## src/rtl/scan_fault_pkg.sv

```systemverilog
package scan_fault_pkg;
  localparam int unsigned DEF_CHAINS = 4;
  localparam int unsigned DEF_LEN    = 8;

  typedef enum logic {
    STUCK_AT_0 = 1'b0,
    STUCK_AT_1 = 1'b1
  } stuck_t;

  typedef enum logic {
    MODE_CAPTURE = 1'b0,
    MODE_SHIFT   = 1'b1
  } scan_mode_t;
endpackage

```

## src/rtl/scan_rst_sync.sv

```systemverilog
module scan_rst_sync (
  input  logic clk,
  input  logic rst_n,
  output logic rst_q_n
);
  logic meta_q;
  logic meta_d;
  logic out_d;

  always_comb begin
    meta_d = 1'b1;
    out_d  = meta_q;
  end

  always_ff @(posedge clk or negedge rst_n) begin
    if (!rst_n) begin
      meta_q  <= 1'b0;
      rst_q_n <= 1'b0;
    end else begin
      meta_q  <= meta_d;
      rst_q_n <= out_d;
    end
  end
endmodule

```

## src/rtl/scan_cell.sv

```systemverilog
module scan_cell
  import scan_fault_pkg::*;
(
  input  logic clk,
  input  logic rst_n,
  input  logic se,
  input  logic si,
  input  logic d,
  output logic q
);
  scan_mode_t mode;
  logic       q_next;

  always_comb begin
    mode   = scan_mode_t'(se);
    q_next = (mode == MODE_SHIFT) ? si : d;
  end

  always_ff @(posedge clk or negedge rst_n) begin
    if (!rst_n) q <= 1'b0;
    else        q <= q_next;
  end
endmodule

```

## src/rtl/scan_chain.sv

```systemverilog
module scan_chain #(
  parameter int unsigned LEN = 8
) (
  input  logic           clk,
  input  logic           rst_n,
  input  logic           se,
  input  logic           si,
  input  logic [LEN-1:0] d,
  output logic [LEN-1:0] q,
  output logic           so
);
  logic [LEN-1:0] link;

  assign link[0] = si;

  for (genvar p = 1; p < LEN; p++) begin : g_link
    assign link[p] = q[p-1];
  end

  for (genvar p = 0; p < LEN; p++) begin : g_cell
    scan_cell u_cell (
      .clk  (clk),
      .rst_n(rst_n),
      .se   (se),
      .si   (link[p]),
      .d    (d[p]),
      .q    (q[p])
    );
  end

  assign so = q[LEN-1];
endmodule

```

## src/rtl/scan_logic_cloud.sv

```systemverilog
module scan_logic_cloud #(
  parameter int unsigned WIDTH = 32
) (
  input  logic [WIDTH-1:0] cur,
  output logic [WIDTH-1:0] nxt
);
  localparam int unsigned HALF = WIDTH / 2;

  logic [HALF-1:0] op_a;
  logic [HALF-1:0] op_b;
  logic [HALF-1:0] op_b_rot;
  logic [HALF-1:0] sum_lo;
  logic [HALF-1:0] mix_hi;

  always_comb begin
    op_a     = cur[HALF-1:0];
    op_b     = cur[2*HALF-1:HALF];
    op_b_rot = {op_b[HALF-2:0], op_b[HALF-1]};
    sum_lo   = op_a + op_b;
    mix_hi   = op_a ^ op_b_rot;
    nxt      = '0;
    nxt[HALF-1:0]      = sum_lo;
    nxt[2*HALF-1:HALF] = mix_hi;
  end
endmodule

```

## src/rtl/scan_fault_inject.sv

```systemverilog
module scan_fault_inject
  import scan_fault_pkg::*;
#(
  parameter int unsigned WIDTH = 32,
  localparam int unsigned IDX_W = $clog2(WIDTH)
) (
  input  logic [WIDTH-1:0] node_in,
  input  logic             enable,
  input  logic             value,
  input  logic [IDX_W-1:0] node_sel,
  output logic [WIDTH-1:0] node_out
);
  stuck_t polarity;

  assign polarity = stuck_t'(value);

  for (genvar k = 0; k < WIDTH; k++) begin : g_node
    logic hit;
    always_comb begin
      hit         = enable && (node_sel == IDX_W'(k));
      node_out[k] = hit ? (polarity == STUCK_AT_1) : node_in[k];
    end
  end
endmodule

```

## src/rtl/scan_fault_core.sv

```systemverilog
module scan_fault_core
  import scan_fault_pkg::*;
#(
  parameter int unsigned NUM_CHAINS = DEF_CHAINS,
  parameter int unsigned CHAIN_LEN  = DEF_LEN,
  localparam int unsigned WIDTH = NUM_CHAINS * CHAIN_LEN,
  localparam int unsigned IDX_W = $clog2(WIDTH)
) (
  input  logic                  clk,
  input  logic                  rst_n,
  input  logic                  scan_enable,
  input  logic [NUM_CHAINS-1:0] scan_in,
  input  logic                  fault_en,
  input  logic                  fault_val,
  input  logic [IDX_W-1:0]      fault_node,
  output logic [NUM_CHAINS-1:0] scan_out
);
  logic             rst_q_n;
  logic [WIDTH-1:0] cells;
  logic [WIDTH-1:0] cloud_raw;
  logic [WIDTH-1:0] cloud_fx;

  scan_rst_sync u_rst (
    .clk    (clk),
    .rst_n  (rst_n),
    .rst_q_n(rst_q_n)
  );

  scan_logic_cloud #(.WIDTH(WIDTH)) u_cloud (
    .cur(cells),
    .nxt(cloud_raw)
  );

  scan_fault_inject #(.WIDTH(WIDTH)) u_fault (
    .node_in (cloud_raw),
    .enable  (fault_en),
    .value   (fault_val),
    .node_sel(fault_node),
    .node_out(cloud_fx)
  );

  for (genvar c = 0; c < NUM_CHAINS; c++) begin : g_chain
    scan_chain #(.LEN(CHAIN_LEN)) u_chain (
      .clk  (clk),
      .rst_n(rst_q_n),
      .se   (scan_enable),
      .si   (scan_in[c]),
      .d    (cloud_fx[c*CHAIN_LEN +: CHAIN_LEN]),
      .q    (cells[c*CHAIN_LEN +: CHAIN_LEN]),
      .so   (scan_out[c])
    );
  end
endmodule

```

## config.mk

```make
export PLATFORM = sky130hd
export DESIGN_NAME = scan_fault_core
export DESIGN_NICKNAME = d
export VERILOG_FILES = /design/src/rtl/scan_fault_pkg.sv /design/src/rtl/scan_rst_sync.sv /design/src/rtl/scan_cell.sv /design/src/rtl/scan_chain.sv /design/src/rtl/scan_logic_cloud.sv /design/src/rtl/scan_fault_inject.sv /design/src/rtl/scan_fault_core.sv
export SDC_FILE = /design/constraint.sdc
export NUM_CORES = 1
export LEC_CHECK = 0
export BUFFER_PORTS_ARGS = -buffer_cell sky130_fd_sc_hd__buf_2
export CAP_MARGIN = 20
export CORE_UTILIZATION = 45
export CTS_BUF_LIST = sky130_fd_sc_hd__clkbuf_4 sky130_fd_sc_hd__clkbuf_8 sky130_fd_sc_hd__clkbuf_16
export CTS_CLUSTER_SIZE = 25
export DETAILED_ROUTE_END_ITERATION = 10
export HOLD_SLACK_MARGIN = 0.15
export PLACE_DENSITY = 0.69
export SLEW_MARGIN = 20
export SYNTH_ARGS = -nofsm -noshare
export SYNTH_HDL_FRONTEND = slang
export SYNTH_HIERARCHICAL = 1
export SYNTH_SLANG_ARGS = --single-unit
```

## constraint.sdc

```tcl
create_clock -name clk -period 1.4 [get_ports clk]
set_input_delay 0.28 -clock clk [delete_from_list [all_inputs] [get_ports clk]]
set_output_delay 0.28 -clock clk [all_outputs]
set_load 0.01 [all_outputs]
```

Yosys cells after proc, flatten, opt, wreduce, memory -nomap -nowiden
Index checks and enable logic that the tools add are counted.
- bits in registers: 34
- bits of input ports: 14
- logic and storage cells: 164
- add/subtract/negate cells: 1
- equal/unequal tests: 31
- mux-type cells: 64
- bitwise logic cells: 1
- reduce and logical (&&, ||, !) cells: 33
- operator list (operator ; number):
    5-bit == test, second input constant ; 16
    1-bit 2-to-1 mux ; 64
    5-bit by 4-bit == test with 1-bit output, second input constant ; 8
    1-bit logical AND ; 32
    5-bit by 3-bit == test with 1-bit output, second input constant ; 4
    16-bit adder ; 1
    16-bit XOR ; 1
    5-bit by 2-bit == test with 1-bit output, second input constant ; 2
    5-bit by 1-bit == test with 1-bit output, second input constant ; 1
    5-bit logical NOT ; 1

Longest topological paths before layout
- word-level depth: 4
- mapped depth: 9

Cells and area by module
Netlist, hierarchy kept.
- modules (own cells, without submodules) (module ; times used ; cells each ; area an instance (sq um)):
    scan_cell ; 32 ; 2 ; 40.0
    scan_logic_cloud ; 1 ; 120 ; 949.7
    scan_fault_inject ; 1 ; 87 ; 706.9
    scan_rst_sync ; 1 ; 3 ; 53.8
    scan_chain ; 4 ; 1 ; 7.5

Least setup slack after synthesis
OpenSTA, ideal clock, no wires.
- path kind: register -> register
- start point: reg g_chain[0].u_chain.g_cell[0].u_cell.q
- end point: reg g_chain[1].u_chain.g_cell[4].u_cell.q
- data arrival time: 2.327 ns
- data required time: 1.275 ns
- path slack: -1.052 ns
- cell stages (with the launch flop): 10
- buffers on the path: 0
- cell sequence: dfrtp_1 > ha_1 > fa_1 > a21o_1 > a31oi_1 > o21ba_2 > o21ai_1 > xor2_1 > mux2_4 > mux2_4
- cells in the longest elaborated chain, start to end: 3
- RTL lines (what ; RTL line ; source):
    start: declaration ; scan_cell.sv:9 ; output logic q
    start signal: assignment ; scan_cell.sv:21 ; else q <= q_next;
    16-bit adder ; scan_logic_cloud.sv:19 ; sum_lo = op_a + op_b;
    net cloud_raw[12] ; scan_fault_core.sv:20 ; logic [WIDTH-1:0] cloud_raw;
    1-bit 2-to-1 mux ; scan_fault_inject.sv:21 ; node_out[k] = hit ? (polarity == STUCK_AT_1) : node_in[k];
    net cloud_fx[12] ; scan_fault_core.sv:21 ; logic [WIDTH-1:0] cloud_fx;
    1-bit 2-to-1 mux ; scan_cell.sv:16 ; q_next = (mode == MODE_SHIFT) ? si : d;
    net g_chain[1].u_chain.g_cell[4].u_cell.q_next ; scan_cell.sv:12 ; logic q_next;
    end signal: assignment ; scan_cell.sv:21 ;
    end: declaration ; scan_cell.sv:9 ;
The timed path passes the listed nets, and every way through them passes these cells.

Worst setup path after layout
- start point: reg g_chain[2].u_chain.g_cell[0].u_cell.q
- end point: reg g_chain[1].u_chain.g_cell[4].u_cell.q
- cells in the longest elaborated chain, start to end: 3
- RTL lines (what ; RTL line):
    start: declaration ; scan_cell.sv:9
    start signal: assignment ; scan_cell.sv:21
    16-bit adder ; scan_logic_cloud.sv:19
    net cloud_raw[12] ; scan_fault_core.sv:20
    1-bit 2-to-1 mux ; scan_fault_inject.sv:21
    net cloud_fx[12] ; scan_fault_core.sv:21
    1-bit 2-to-1 mux ; scan_cell.sv:16
    net g_chain[1].u_chain.g_cell[4].u_cell.q_next ; scan_cell.sv:12
The timed path passes the listed nets, and every way through them passes these cells.

==> impl_metrics.toml <==
[outcome]
outcome = "complete, but fails checks"
violations = "DRC, setup timing"

[clocking]
clk_pin_slew_worst_paths_ps = 80
cts_buffers = 5
cts-root-buf = "clkbuf_8"
cts_tree = "done"
worstSkewPairLatency_ps = 290
cts_sinks = 34
clock_path_buffers = 2
h-tree-depth = 2

[worst_setup_path]
worstPathRequired_ps = 1580
timing.critical_path.arrival_ps = 2570
ff2ff_setup_slack_ps = -990
worst-path-max-fanout = 3
slowest_delay_ps = 390
regToRegEndpoint = "g_chain[1].u_chain/g_cell[4].u_cell/q$_DFF_PN0_"
critPathCaptureType = "flop"
cp-start-kind = "flop"
cp_common_cell = "mux2_4"
worstSetupPathType = "reg -> reg"
cp_cell_sequence = "ha_2 -> fa_2 -> a21o_1 -> a31oi_4 -> o21ba_4 -> o21ai_1 -> xor2_1 -> mux2_4 -> mux2_4"
cpMaxStageDelayCell = "dfrtp_1"
reg2reg_depth = 9
r2r_start = "g_chain[2].u_chain/g_cell[0].u_cell/q$_DFF_PN0_"

[routing]
ant_nets = 0
drt_iter0_drc = 118
vias_per_cell = 5.528
num_vias = 2493
drc_errors = 2
wl_per_cell_um = 16.60
drt-total-wl_mm = 7.485
drt_pass1_iterations = 7

[timing]
worstMarginPinSlew_ps = 568.0
hold_violations = 0
rsz0062_at_grt = "true"
setup_viol = 15
finClkSkew_ps = 7.124
finalCritPeriodShare = 1.707
relSlewSlack = 0.6213
period_needed_ps = 2389
fmax_mhz = 418.6
slew_violations = 0
whs_ps = 216.8
timing.final.ws_setup_ps = -989.2

[global_route]
antenna_found_initial = 0
grt.overflow.total = 0
grt_pass1_wl_mm = 12.39
track_usage = 0.2249
grt_pass1_vias = 2595
grt_max_degree = 33

[power]
power_frac_clock = 0.060
power.density_mw_per_mm2 = 3229
p_leak_uw = 0.001893
irDropWorstVdd_mv = 1.603
netSwitchingPower_uw = 4907
p_int_uw = 8423
p_sw_frac = 0.3681
power_frac_comb = 0.794
pwr-share-seq = 0.145

[die]
dieArea_mm2 = 0.007047
start_util = 0.4705
die_h_um = 83.95
core-area_mm2 = 0.006422
die_x_um = 83.95
rows = 29
ios = 18

[synthesis]
netlist_area_mm2 = 0.003022
post-synth-top-count-cell = "mux2_4"
yosysTopAreaCell = "dfrtp_1"
ys.warnings.count = 6
synth_top_area_share = 0.2816
synthArstFlopShare = 1.000
synth-edff-count = 0
ys_types = 48
synth_top_flop_cell = "dfrtp_1"
synth_common_cells = "mux2_4, dfrtp_1, mux2_2, xor2_1, nand2_1"
avgSynthCellArea_um2 = 10.87
ys_seq_area_frac = 0.2816
netlist_instances = 278
synth-seq-cells = 34
syn_nets = 308
synth_area_leaders = "dfrtp_1, mux2_4, mux2_2"

[finish]
antenna_cells = 0
fill_cells = 499
drive_above_1_share = 0.5856
postLayoutCellArea_mm2 = 0.004128
layout.nets = 403
synthToLayoutAreaGrowth_pct = 36.60

[job]
maxCapViolations = 0

[placed_design]
post_dp_cell_area_mm2 = 0.003766
gp_congestion = 0.9351
hpwl_mm = 5.342
portBuffers = 17

[worst_hold_path]
hold_path_depth = 2
min_path_type = "in -> reg"
holdPathEnd = "g_chain[3].u_chain/g_cell[0].u_cell/q$_DFF_PN0_"
worstHoldStart = "scan_in[3]"
-- worst max-delay path: cells and delay by family, from the launching register on --
kind / cells / cell delay [ps]
compound gates: 4 / 630
flops: 1 / 390
fa+ha+maj: 2 / 560
xor+xnor: 1 / 160
mux: 2 / 520
-- routing by layer --
layer,part of all wire,GRT usage
met1,0.43,0.2791
met2,0.49,0.3875
met3,0.049,0.04451
met4,0.023,0.07837
met5,0,0
-- repair_timing --
item,CTS,global route
setup endpoints to repair,24,27
hold buffers,1,0
pin swaps,9,7
endpoints found under the hold margin,2,0
setup buffers,2,3
gates resized for setup,24,23
-- state kept, by name (all words and copies together) (netlist names) --
register	flops
g_chain.u_chain/g_cell.u_cell/q	32
u_rst/meta_q	1
u_rst/rst_q_n	1
-- layout by cell type (no fill, tap or decap), types with 3 or more instances in the layout --
cell type | synthesis | final
xor2_1 | 22 | 22
ha_4 | 0 | 5
mux2_2 | 27 | 22
clkbuf_8 | 0 | 6
ha_1 | 15 | 8
nor3_2 | 4 | 6
and4bb_2 | 3 | 3
nor2_2 | 0 | 4
nor2_1 | 15 | 9
nand4b_1 | 3 | 3
buf_6 | 2 | 7
buf_4 | 9 | 83
mux2_4 | 36 | 42
xnor2_1 | 7 | 7
a21o_1 | 5 | 5
a21oi_2 | 0 | 3
nand4_1 | 3 | 3
a21oi_1 | 14 | 10
nand3_1 | 9 | 9
nand2_1 | 21 | 20
dfrtp_1 | 34 | 32
buf_2 | 3 | 12
o21ai_1 | 4 | 5
-- how the worst max path moves through the flow --
stage                                                          startpoint  slack [ps]                                         endpoint  cells past startpoint
after floorplan           g_chain[2].u_chain/g_cell[0].u_cell/q$_DFF_PN0_        -890  g_chain[1].u_chain/g_cell[4].u_cell/q$_DFF_PN0_                      9
after detailed placement  g_chain[2].u_chain/g_cell[0].u_cell/q$_DFF_PN0_        -990  g_chain[1].u_chain/g_cell[4].u_cell/q$_DFF_PN0_                      9
final                     g_chain[2].u_chain/g_cell[0].u_cell/q$_DFF_PN0_        -990  g_chain[1].u_chain/g_cell[4].u_cell/q$_DFF_PN0_                      9
after global routing      g_chain[2].u_chain/g_cell[0].u_cell/q$_DFF_PN0_       -1080  g_chain[1].u_chain/g_cell[3].u_cell/q$_DFF_PN0_                     10
after global placement    g_chain[0].u_chain/g_cell[1].u_cell/q$_DFF_PN0_        -920  g_chain[1].u_chain/g_cell[5].u_cell/q$_DFF_PN0_                      8
after CTS                 g_chain[2].u_chain/g_cell[0].u_cell/q$_DFF_PN0_        -950  g_chain[1].u_chain/g_cell[4].u_cell/q$_DFF_PN0_                      9
-- logic make-up after synthesis --
group | after synthesis | synth area share
AO/OA/AOI/OAI | 38 | 0.08489
XOR/XNOR | 29 | 0.08406
adder cells (fa/ha/maj) | 16 | 0.06874
buffers and inverters | 17 | 0.03851
flip-flops | 34 | 0.2816
multiplexers | 66 | 0.2899
other | 1 | 0.001241
AND/OR/NAND/NOR | 77 | 0.1511
-- through the flow --
stage	utilization	setup WS, ps	TNS [ps]	cells	total power (uW)
2_1_floorplan	-	-888.7	-9724	278	8607
3_3_place_gp	0.5864	-916.0	-15610	437	11280
3_5_place_dp	0.5864	-991.4	-16630	437	11510
4_1_cts	0.6230	-949.9	-11240	448	12840
5_1_grt	0.6427	-1079	-12800	451	14310
6_report	0.6427	-989.2	-11540	451	13330
-- cell type report --
cell class / count / area [um2] / share of cell area
clock buffers: 7 / 90.09 / 0.02182
clock inverters: 1 / 5.005 / 0.001212
multi-input cells: 227 / 2276 / 0.5514
flip-flops and latches: 34 / 853.3 / 0.2067
well taps: 77 / 96.34 / 0.02334
repair buffers: 105 / 807.0 / 0.1955
-- power by group through the flow --
| stage | Combinational [uW] | Sequential [uW] | Clock, uW |
|---|---|---|---|
| after floorplan | 6640 | 1960 | 0 |
| after global placement | 9420 | 1870 | 0 |
| after detailed placement | 9630 | 1880 | 0 |
| after CTS | 10100 | 1900 | 817 |
| after global routing | 11400 | 2010 | 877 |
| final | 10600 | 1940 | 805 |
Power figures use the tool's default switching activity.
